[src/rtl/tod_pkg.sv]
package tod_pkg;

    localparam int unsigned ADDR_SEC  = 0;
    localparam int unsigned ADDR_MIN  = 1;
    localparam int unsigned ADDR_HR   = 2;
    localparam int unsigned ADDR_CTRL = 3;
    localparam int unsigned ADDR_STAT = 4;

    localparam int unsigned CTRL_FREEZE = 7;
    localparam int unsigned CTRL_BINARY = 2;
    localparam int unsigned CTRL_H24    = 1;

    typedef struct packed {
        logic [7:0] sec;
        logic [7:0] min;
        logic [7:0] hr;
        logic       freeze;
        logic       binary;
        logic       h24;
    } tod_regs_t;

    // Increment by one in binary, or as two packed BCD digits
    function automatic logic [7:0] bump(input logic [7:0] v, input logic bin);
        if (bin)
            return v + 8'd1;
        else if (v[3:0] >= 4'd9)
            return {v[7:4] + 4'd1, 4'd0};
        else
            return {v[7:4], v[3:0] + 4'd1};
    endfunction

endpackage

[src/rtl/tod_field_step.sv]
module tod_field_step
    import tod_pkg::*;
#(
    parameter int unsigned LAST = 59
) (
    input  logic [7:0] val_i,
    input  logic       binary_i,
    output logic [7:0] nxt_o,
    output logic       wrap_o
);
    localparam logic [7:0] LAST_BIN = 8'(LAST);
    localparam logic [7:0] LAST_BCD = 8'(((LAST / 10) << 4) | (LAST % 10));

    always_comb begin
        wrap_o = binary_i ? (val_i == LAST_BIN) : (val_i == LAST_BCD);
        nxt_o  = wrap_o ? 8'd0 : bump(val_i, binary_i);
    end
endmodule

[src/rtl/tod_hour_step.sv]
module tod_hour_step
    import tod_pkg::*;
(
    input  logic [7:0] val_i,
    input  logic       binary_i,
    input  logic       h24_i,
    output logic [7:0] nxt_o
);
    logic [7:0] last24;
    logic [6:0] eleven;
    logic [6:0] twelve;
    logic [7:0] h_inc;

    always_comb begin
        last24 = binary_i ? 8'd23 : 8'h23;
        eleven = binary_i ? 7'd11 : 7'h11;
        twelve = binary_i ? 7'd12 : 7'h12;
        h_inc  = bump({1'b0, val_i[6:0]}, binary_i);
        if (h24_i)
            nxt_o = (val_i == last24) ? 8'd0 : bump(val_i, binary_i);
        else if (val_i[6:0] == twelve)
            nxt_o = {val_i[7], 7'd1};
        else if (val_i[6:0] == eleven)
            nxt_o = {~val_i[7], twelve};
        else
            nxt_o = {val_i[7], h_inc[6:0]};
    end
endmodule

[src/rtl/tod_seq.sv]
module tod_seq #(
    parameter int unsigned LEAD = 8
) (
    input  logic clk,
    input  logic rst_n,
    input  logic tick_i,
    input  logic freeze_i,
    output logic busy_o,
    output logic fire_o,
    output logic done_o
);
    localparam int unsigned CNT_W = $clog2(LEAD + 1);

    typedef struct packed {
        logic             busy;
        logic [CNT_W-1:0] cnt;
        logic             done;
    } seq_t;

    seq_t st_d, st_q;

    always_comb begin
        st_d      = st_q;
        st_d.done = 1'b0;
        if (freeze_i) begin
            st_d.busy = 1'b0;
        end else if (st_q.busy) begin
            if (st_q.cnt == '0) begin
                st_d.busy = 1'b0;
                st_d.done = 1'b1;
            end else begin
                st_d.cnt = st_q.cnt - 1'b1;
            end
        end else if (tick_i) begin
            st_d.busy = 1'b1;
            st_d.cnt  = CNT_W'(LEAD - 1);
        end
    end

    always_ff @(posedge clk or negedge rst_n) begin
        if (!rst_n) st_q <= '0;
        else        st_q <= st_d;
    end

    assign busy_o = st_q.busy;
    assign fire_o = st_q.busy && (st_q.cnt == '0) && !freeze_i;
    assign done_o = st_q.done;
endmodule

[src/rtl/tod_clock.sv]
module tod_clock
    import tod_pkg::*;
#(
    parameter int unsigned LEAD   = 8,
    parameter int unsigned ADDR_W = 3
) (
    input  logic              clk,
    input  logic              rst_n,
    input  logic              tick_1hz,
    input  logic              bus_we,
    input  logic [ADDR_W-1:0] bus_addr,
    input  logic [7:0]        bus_wdata,
    output logic [7:0]        bus_rdata,
    output logic              uip_o,
    output logic              upd_end_o
);
    tod_regs_t regs_d, regs_q;
    logic       fire;
    logic [7:0] sec_nxt, min_nxt, hr_nxt;
    logic       sec_wrap, min_wrap;

    tod_seq #(.LEAD(LEAD)) u_seq (
        .clk     (clk),
        .rst_n   (rst_n),
        .tick_i  (tick_1hz),
        .freeze_i(regs_q.freeze),
        .busy_o  (uip_o),
        .fire_o  (fire),
        .done_o  (upd_end_o)
    );

    tod_field_step #(.LAST(59)) u_sec (
        .val_i(regs_q.sec), .binary_i(regs_q.binary),
        .nxt_o(sec_nxt), .wrap_o(sec_wrap)
    );

    tod_field_step #(.LAST(59)) u_min (
        .val_i(regs_q.min), .binary_i(regs_q.binary),
        .nxt_o(min_nxt), .wrap_o(min_wrap)
    );

    tod_hour_step u_hr (
        .val_i(regs_q.hr), .binary_i(regs_q.binary),
        .h24_i(regs_q.h24), .nxt_o(hr_nxt)
    );

    always_comb begin
        regs_d = regs_q;
        if (fire) begin
            regs_d.sec = sec_nxt;
            if (sec_wrap)             regs_d.min = min_nxt;
            if (sec_wrap && min_wrap) regs_d.hr  = hr_nxt;
        end
        if (bus_we) begin
            if (bus_addr == ADDR_W'(ADDR_CTRL)) begin
                regs_d.freeze = bus_wdata[CTRL_FREEZE];
                regs_d.binary = bus_wdata[CTRL_BINARY];
                regs_d.h24    = bus_wdata[CTRL_H24];
            end else if (regs_q.freeze) begin
                if (bus_addr == ADDR_W'(ADDR_SEC)) regs_d.sec = bus_wdata;
                if (bus_addr == ADDR_W'(ADDR_MIN)) regs_d.min = bus_wdata;
                if (bus_addr == ADDR_W'(ADDR_HR))  regs_d.hr  = bus_wdata;
            end
        end
    end

    always_ff @(posedge clk or negedge rst_n) begin
        if (!rst_n) begin
            regs_q     <= '0;
            regs_q.h24 <= 1'b1;
        end else begin
            regs_q <= regs_d;
        end
    end

    always_comb begin
        bus_rdata = 8'h00;
        if (bus_addr == ADDR_W'(ADDR_SEC))  bus_rdata = regs_q.sec;
        if (bus_addr == ADDR_W'(ADDR_MIN))  bus_rdata = regs_q.min;
        if (bus_addr == ADDR_W'(ADDR_HR))   bus_rdata = regs_q.hr;
        if (bus_addr == ADDR_W'(ADDR_CTRL)) begin
            bus_rdata[CTRL_FREEZE] = regs_q.freeze;
            bus_rdata[CTRL_BINARY] = regs_q.binary;
            bus_rdata[CTRL_H24]    = regs_q.h24;
        end
        if (bus_addr == ADDR_W'(ADDR_STAT)) bus_rdata[7] = uip_o;
    end
endmodule

[config.mk]
export PLATFORM = sky130hd
export DESIGN_NAME = tod_clock
export DESIGN_NICKNAME = d
export VERILOG_FILES = /design/src/rtl/tod_pkg.sv /design/src/rtl/tod_field_step.sv /design/src/rtl/tod_hour_step.sv /design/src/rtl/tod_seq.sv /design/src/rtl/tod_clock.sv
export SDC_FILE = /design/constraint.sdc
export NUM_CORES = 1
export LEC_CHECK = 0
export BUFFER_PORTS_ARGS = -buffer_cell sky130_fd_sc_hd__buf_2
export CAP_MARGIN = 10
export CORE_MARGIN = 4
export CORE_UTILIZATION = 27
export CTS_BUF_LIST = sky130_fd_sc_hd__clkbuf_4 sky130_fd_sc_hd__clkbuf_8 sky130_fd_sc_hd__clkbuf_16
export DETAILED_ROUTE_END_ITERATION = 6
export PLACE_DENSITY = 0.51
export SYNTH_ARGS = -nofsm -noshare
export SYNTH_HDL_FRONTEND = slang
export SYNTH_SLANG_ARGS = --single-unit
[constraint.sdc]
create_clock -name clk -period 2.9 [get_ports clk]
set_input_delay 0.29 -clock clk [delete_from_list [all_inputs] [get_ports clk]]
set_output_delay 0.29 -clock clk [all_outputs]
set_load 0.01 [all_outputs]
# Word-level counts from Yosys, hierarchy flattened
# Cells that the tools add are included.
dict set report word_totals {
  out_inout_bits 10
  input_bits 15
  wordCells 90
  ff_bits 33
}
dict set report op_classes {
  n_mux 43
  order_cmp 3
  n_bitwise 2
  n_reduce_logical 9
  n_eq_ne 12
  n_addsub 12
}
# cell count
set op_table {}
lappend op_table {{$mux W8} 20}
lappend op_table {{$mux W24} 3}
lappend op_table {{$mux W27} 1}
lappend op_table {{$add A4 B1 Y4 const B} 6}
lappend op_table {{$add A8 B1 Y8 const B} 3}
lappend op_table {{$mux W5} 4}
lappend op_table {{$eq A8 B6 Y1 const B} 2}
lappend op_table {{$eq A8 B7 Y1 const B} 2}
lappend op_table {{$eq A7 B7 Y1} 2}
lappend op_table {{$mux W7} 2}
lappend op_table {{$ge A4 B4 Y1 const B} 3}
lappend op_table {{$mux W1} 9}
lappend op_table {{$eq A8 B8 Y1} 1}
lappend op_table {{$add A7 B1 Y7 const B} 1}
lappend op_table {{$eq A3 B2 Y1 const B} 2}
lappend op_table {{$mux W6} 1}
lappend op_table {{$logic_not A4 Y1} 1}
lappend op_table {{$mux W4} 1}
lappend op_table {{$sub A4 B1 Y4 const B} 1}
lappend op_table {{$add A3 B1 Y3 const B} 1}
lappend op_table {{$eq A3 B1 Y1 const B} 1}
lappend op_table {{$eq A3 B3 Y1 const B} 1}
lappend op_table {{$logic_and A1 B1 Y1} 3}
lappend op_table {{$logic_not A3 Y1} 1}
lappend op_table {{8 further kinds} 9}

# Longest topological paths before layout
dict set report logic_depth {
  ltp_word 12
  ltp_mapped 8
  mapped_depth_nobuf 8
}

# Cells and area by module
# From an unflattened synthesis, not the netlist that was laid out.
dict set report unflattened {
  cells_unflattened 313
  area_unflattened_um2 3129.3
}
# module instances cells_each seq_area_each_um2 area_each_um2
set modules_own_cells {}
lappend modules_own_cells {tod_clock 1 120 676.9 1611.5}
lappend modules_own_cells {tod_field_step 2 43 0.0 315.3}
lappend modules_own_cells {tod_hour_step 1 79 0.0 568.0}
lappend modules_own_cells {tod_seq 1 28 150.1 319.1}

# Least setup slack after synthesis
# No wires, ideal clock.
dict set report synth_path {
  path_kind {flip-flop to flip-flop}
  from {register u_seq.st_q[1] (netlist name)}
  to {register regs_q[17]}
  synth_period_minus_slack_ns 2.110
  n_path_buf 1
  arrival_time_ns 2.028
  t_required_ns 2.818
  setup_ns 0.082
  setup_slack_ns 0.790
  stages_incl_launch_ff 9
  path_cell_list {dfrtp_1 -> inv_1 -> ha_1 -> and4bb_2 -> nand2_1 -> or2_1 -> buf_6 -> or4_1 -> a31oi_1}
}
# element line
set synth_rtl {}
lappend synth_rtl {{start: declaration} tod_seq.sv:20} ;# seq_t st_d, st_q;
lappend synth_rtl {{start signal: assignment} tod_seq.sv:42} ;# else st_q <= st_d;
lappend synth_rtl {{end signal: assignment} tod_clock.sv:72} ;# regs_q <= regs_d;
lappend synth_rtl {{end: declaration} tod_clock.sv:17} ;# tod_regs_t regs_d, regs_q;

==> results.toml <==
[synthesis]
ys_warn_count = 0
synth_edf_count = 0
synth_top_area_cell = "dfrtp_1"
netlist_instances = 334
synth_area_um2 = 2741
synth_top_area_share_pct = 29.21
synth.distinct_cells = 63
avgSynthCellArea_um2 = 8.208
yosysMostFrequentCell = "nor2_1"
synth-async-reset-ratio_pct = 100.0
ys.flop_type = "dfrtp_1"
yosysSeqAreaShare_pct = 30.17
syn_nets = 362
synthTopCellsByCount = "36 x nor2_1, 32 x dfrtp_1, 30 x nand2_1, 27 x a21oi_1, 21 x o21ai_0"
ys_ff_latch = 33
ys_top_cells_by_area = "dfrtp_1 29%, ha_1 5.9%, a21oi_1 4.9%"

[worst_setup_path]
path_max_fanout = 10
r2r-start = "u_seq.st_q[1]"
cp.required_ns = 3.11
cp-start-kind = "register"
rr_worst_depth = 7
critPathLaunch = "u_seq.st_q[1]"
crit_type = "reg -> reg"
cp-end-kind = "register"
crit_arrival_ns = 2.57

[timing]
fin_setup_tns_ns = 0
setup_viol = 0
period_needed_ns = 2.364
hold-worst-slack_ns = 0.08350
finalHoldViolCount = 0
slew_headroom_pct = 47.29
timing.fmax_ghz = 0.4230
fin_crit_sh_pct = 81.52
max_slew.worst_pin.slew_ns = 0.7907
rsz0062_at_grt = "false"
drv_slew = 0
fin_skew_ns = 0.01031

[placement]
dpl.hpwl_mm = 5.912
placed_area_um2 = 2964
numPortBuffers = 24
routabilityCongestion = 0.8240

[global_routing]
grt_pass1_vias = 2445
antenna_found_initial = 0
grt_pass1_wl_mm = 13.04
grt_max_degree = 34
grt_usage_pct = 14.30
grt-ovfl-total = 0

[clocking]
path_clk_slew_ns = 0.07
cts-buffers-inserted = 5
cts_tree = "yes"
postCtsSetupBuffers = 0
cts_hold_buf = 0
clock_latency_ns = 0.29
clk_path_buf_depth = 2
cts.sinks = 33
h-tree-depth = 2
cts-root-buf = "clkbuf_8"
ctsResizeCount = 0

[power_and_ir_drop]
ir_drop_mv = 0.1945
p_total_mw = 2.221
power_density_nw_per_um2 = 725.4
leakage_nw = 1.269

[floorplanning]
core_area_um2 = 9819
die_w_um = 108.8
placementRows = 36
die_area_um2 = 11830
die_h_um = 108.8
ios = 25
start_util_pct = 27.92

[detailed_routing]
drc = 0
num_vias = 2506
ant_nets = 0
drtPass1Iterations = 4
drtIter0Drc = 131
wl_per_cell_um = 16.56
wl_mm = 7.984
vias_per_cell = 5.199

[final_layout]
n_antenna_cell = 0
drive_gt1_share_pct = 14.61
design_area_um2 = 3062
syn2layout_area_growth_pct = 11.68
nets = 376

[run]
maxCapViolCount = 0

[hold_path]
holdCritPathClass = "in -> async"

[outcome]
status = "completed"
==> critical path: stages (launching register included) <==
cell and delay (ns):
dfrtp_1 0.41, inv_1 0.09, ha_1 0.23, and4bb_2 0.28, nand2_1 0.17, or2_1 0.39
or4_1 0.54, a31oi_1 0.17
==> cell type report <==
type / count / area (µm²)
Multi-Input combinational cell: 266 / 1768
Inverter: 14 / 52.55
Timing Repair Buffer: 28 / 150.1
Fill cell: 1073 / 6758
Tap cell: 133 / 166.4
Clock buffer: 8 / 97.59
Sequential cell: 33 / 827.0
==> per-stage QoR <==
step           setup WS, ns  util (%)  std cells
6_report             0.5359     31.18        482
3_3_place_gp         0.6518     30.19        474
3_5_place_dp         0.5711     30.19        474
5_1_grt              0.3800     31.18        482
4_1_cts              0.5518     31.18        482
2_1_floorplan        0.7898         -        334
==> layout by cell type, fill, tap and decap left out, types with 3 or more instances in the layout <==
cell type / instances
a31oi_1: 9
o21ai_0: 21
nor4_1: 4
buf_4: 4
mux2i_1: 5
nor3b_1: 4
buf_2: 24
o211ai_1: 7
a211oi_1: 4
inv_1: 14
ha_1: 13
a21oi_1: 27
o21a_1: 3
nor2_1: 36
and3b_1: 3
nand2_1: 30
dfrtp_1: 32
nand3_1: 12
mux4_2: 3
and3_1: 3
nor2b_1: 9
mux2_2: 3
o31ai_1: 3
nor4b_1: 3
nand2b_1: 4
xnor2_1: 8
clkbuf_8: 6
nor3_1: 4
==> path summary, 6_finish.rpt <==
path / to / slack [ns]
hold reg to reg: u_seq.st_q[2] / 0.61
max in group asynchronous: regs_q[13] / 2.31
setup / recovery: regs_q[17] / 0.54
hold / removal: u_seq.st_q[4] / 0.08
min in group clk: regs_q[23] / 0.28
setup reg to reg: regs_q[17] / 0.54
==> report_power, final <==
| part | total (mW) | switching (mW) | internal [mW] |
|---|---|---|---|
| clock | 0.379 | 0.167 | 0.212 |
| sequential | 0.943 | 0.330 | 0.613 |
| combinational | 0.899 | 0.459 | 0.440 |
==> kinds of logic after synthesis <==
family                     synth area share, %
and+or+nand+nor                          26.47
AOI/OAI and AO/OA                        23.69
buffers and inverters                    5.340
DFF                                      30.17
adders and majority gates                5.934
muxes                                    5.522
xor gates and xnor gates                 2.876
==> state kept, by name, summed over array words and instances (netlist names) <==
name / count
regs_q: 27
u_seq.busy_o: 1
u_seq.done_o: 1
u_seq.st_q: 4
==> routing by layer <==
metal	part of all wire [%]	track usage [%]	routed length, µm	up-vias
met5	0	0	0	-
met1	50	20.16	4005	1201
li1	-	-	-	1249
met3	3.4	2.131	273	10
met4	1.6	4.418	131	0
met2	45	22.55	3573	46
(Power assumes the default switching activity.)
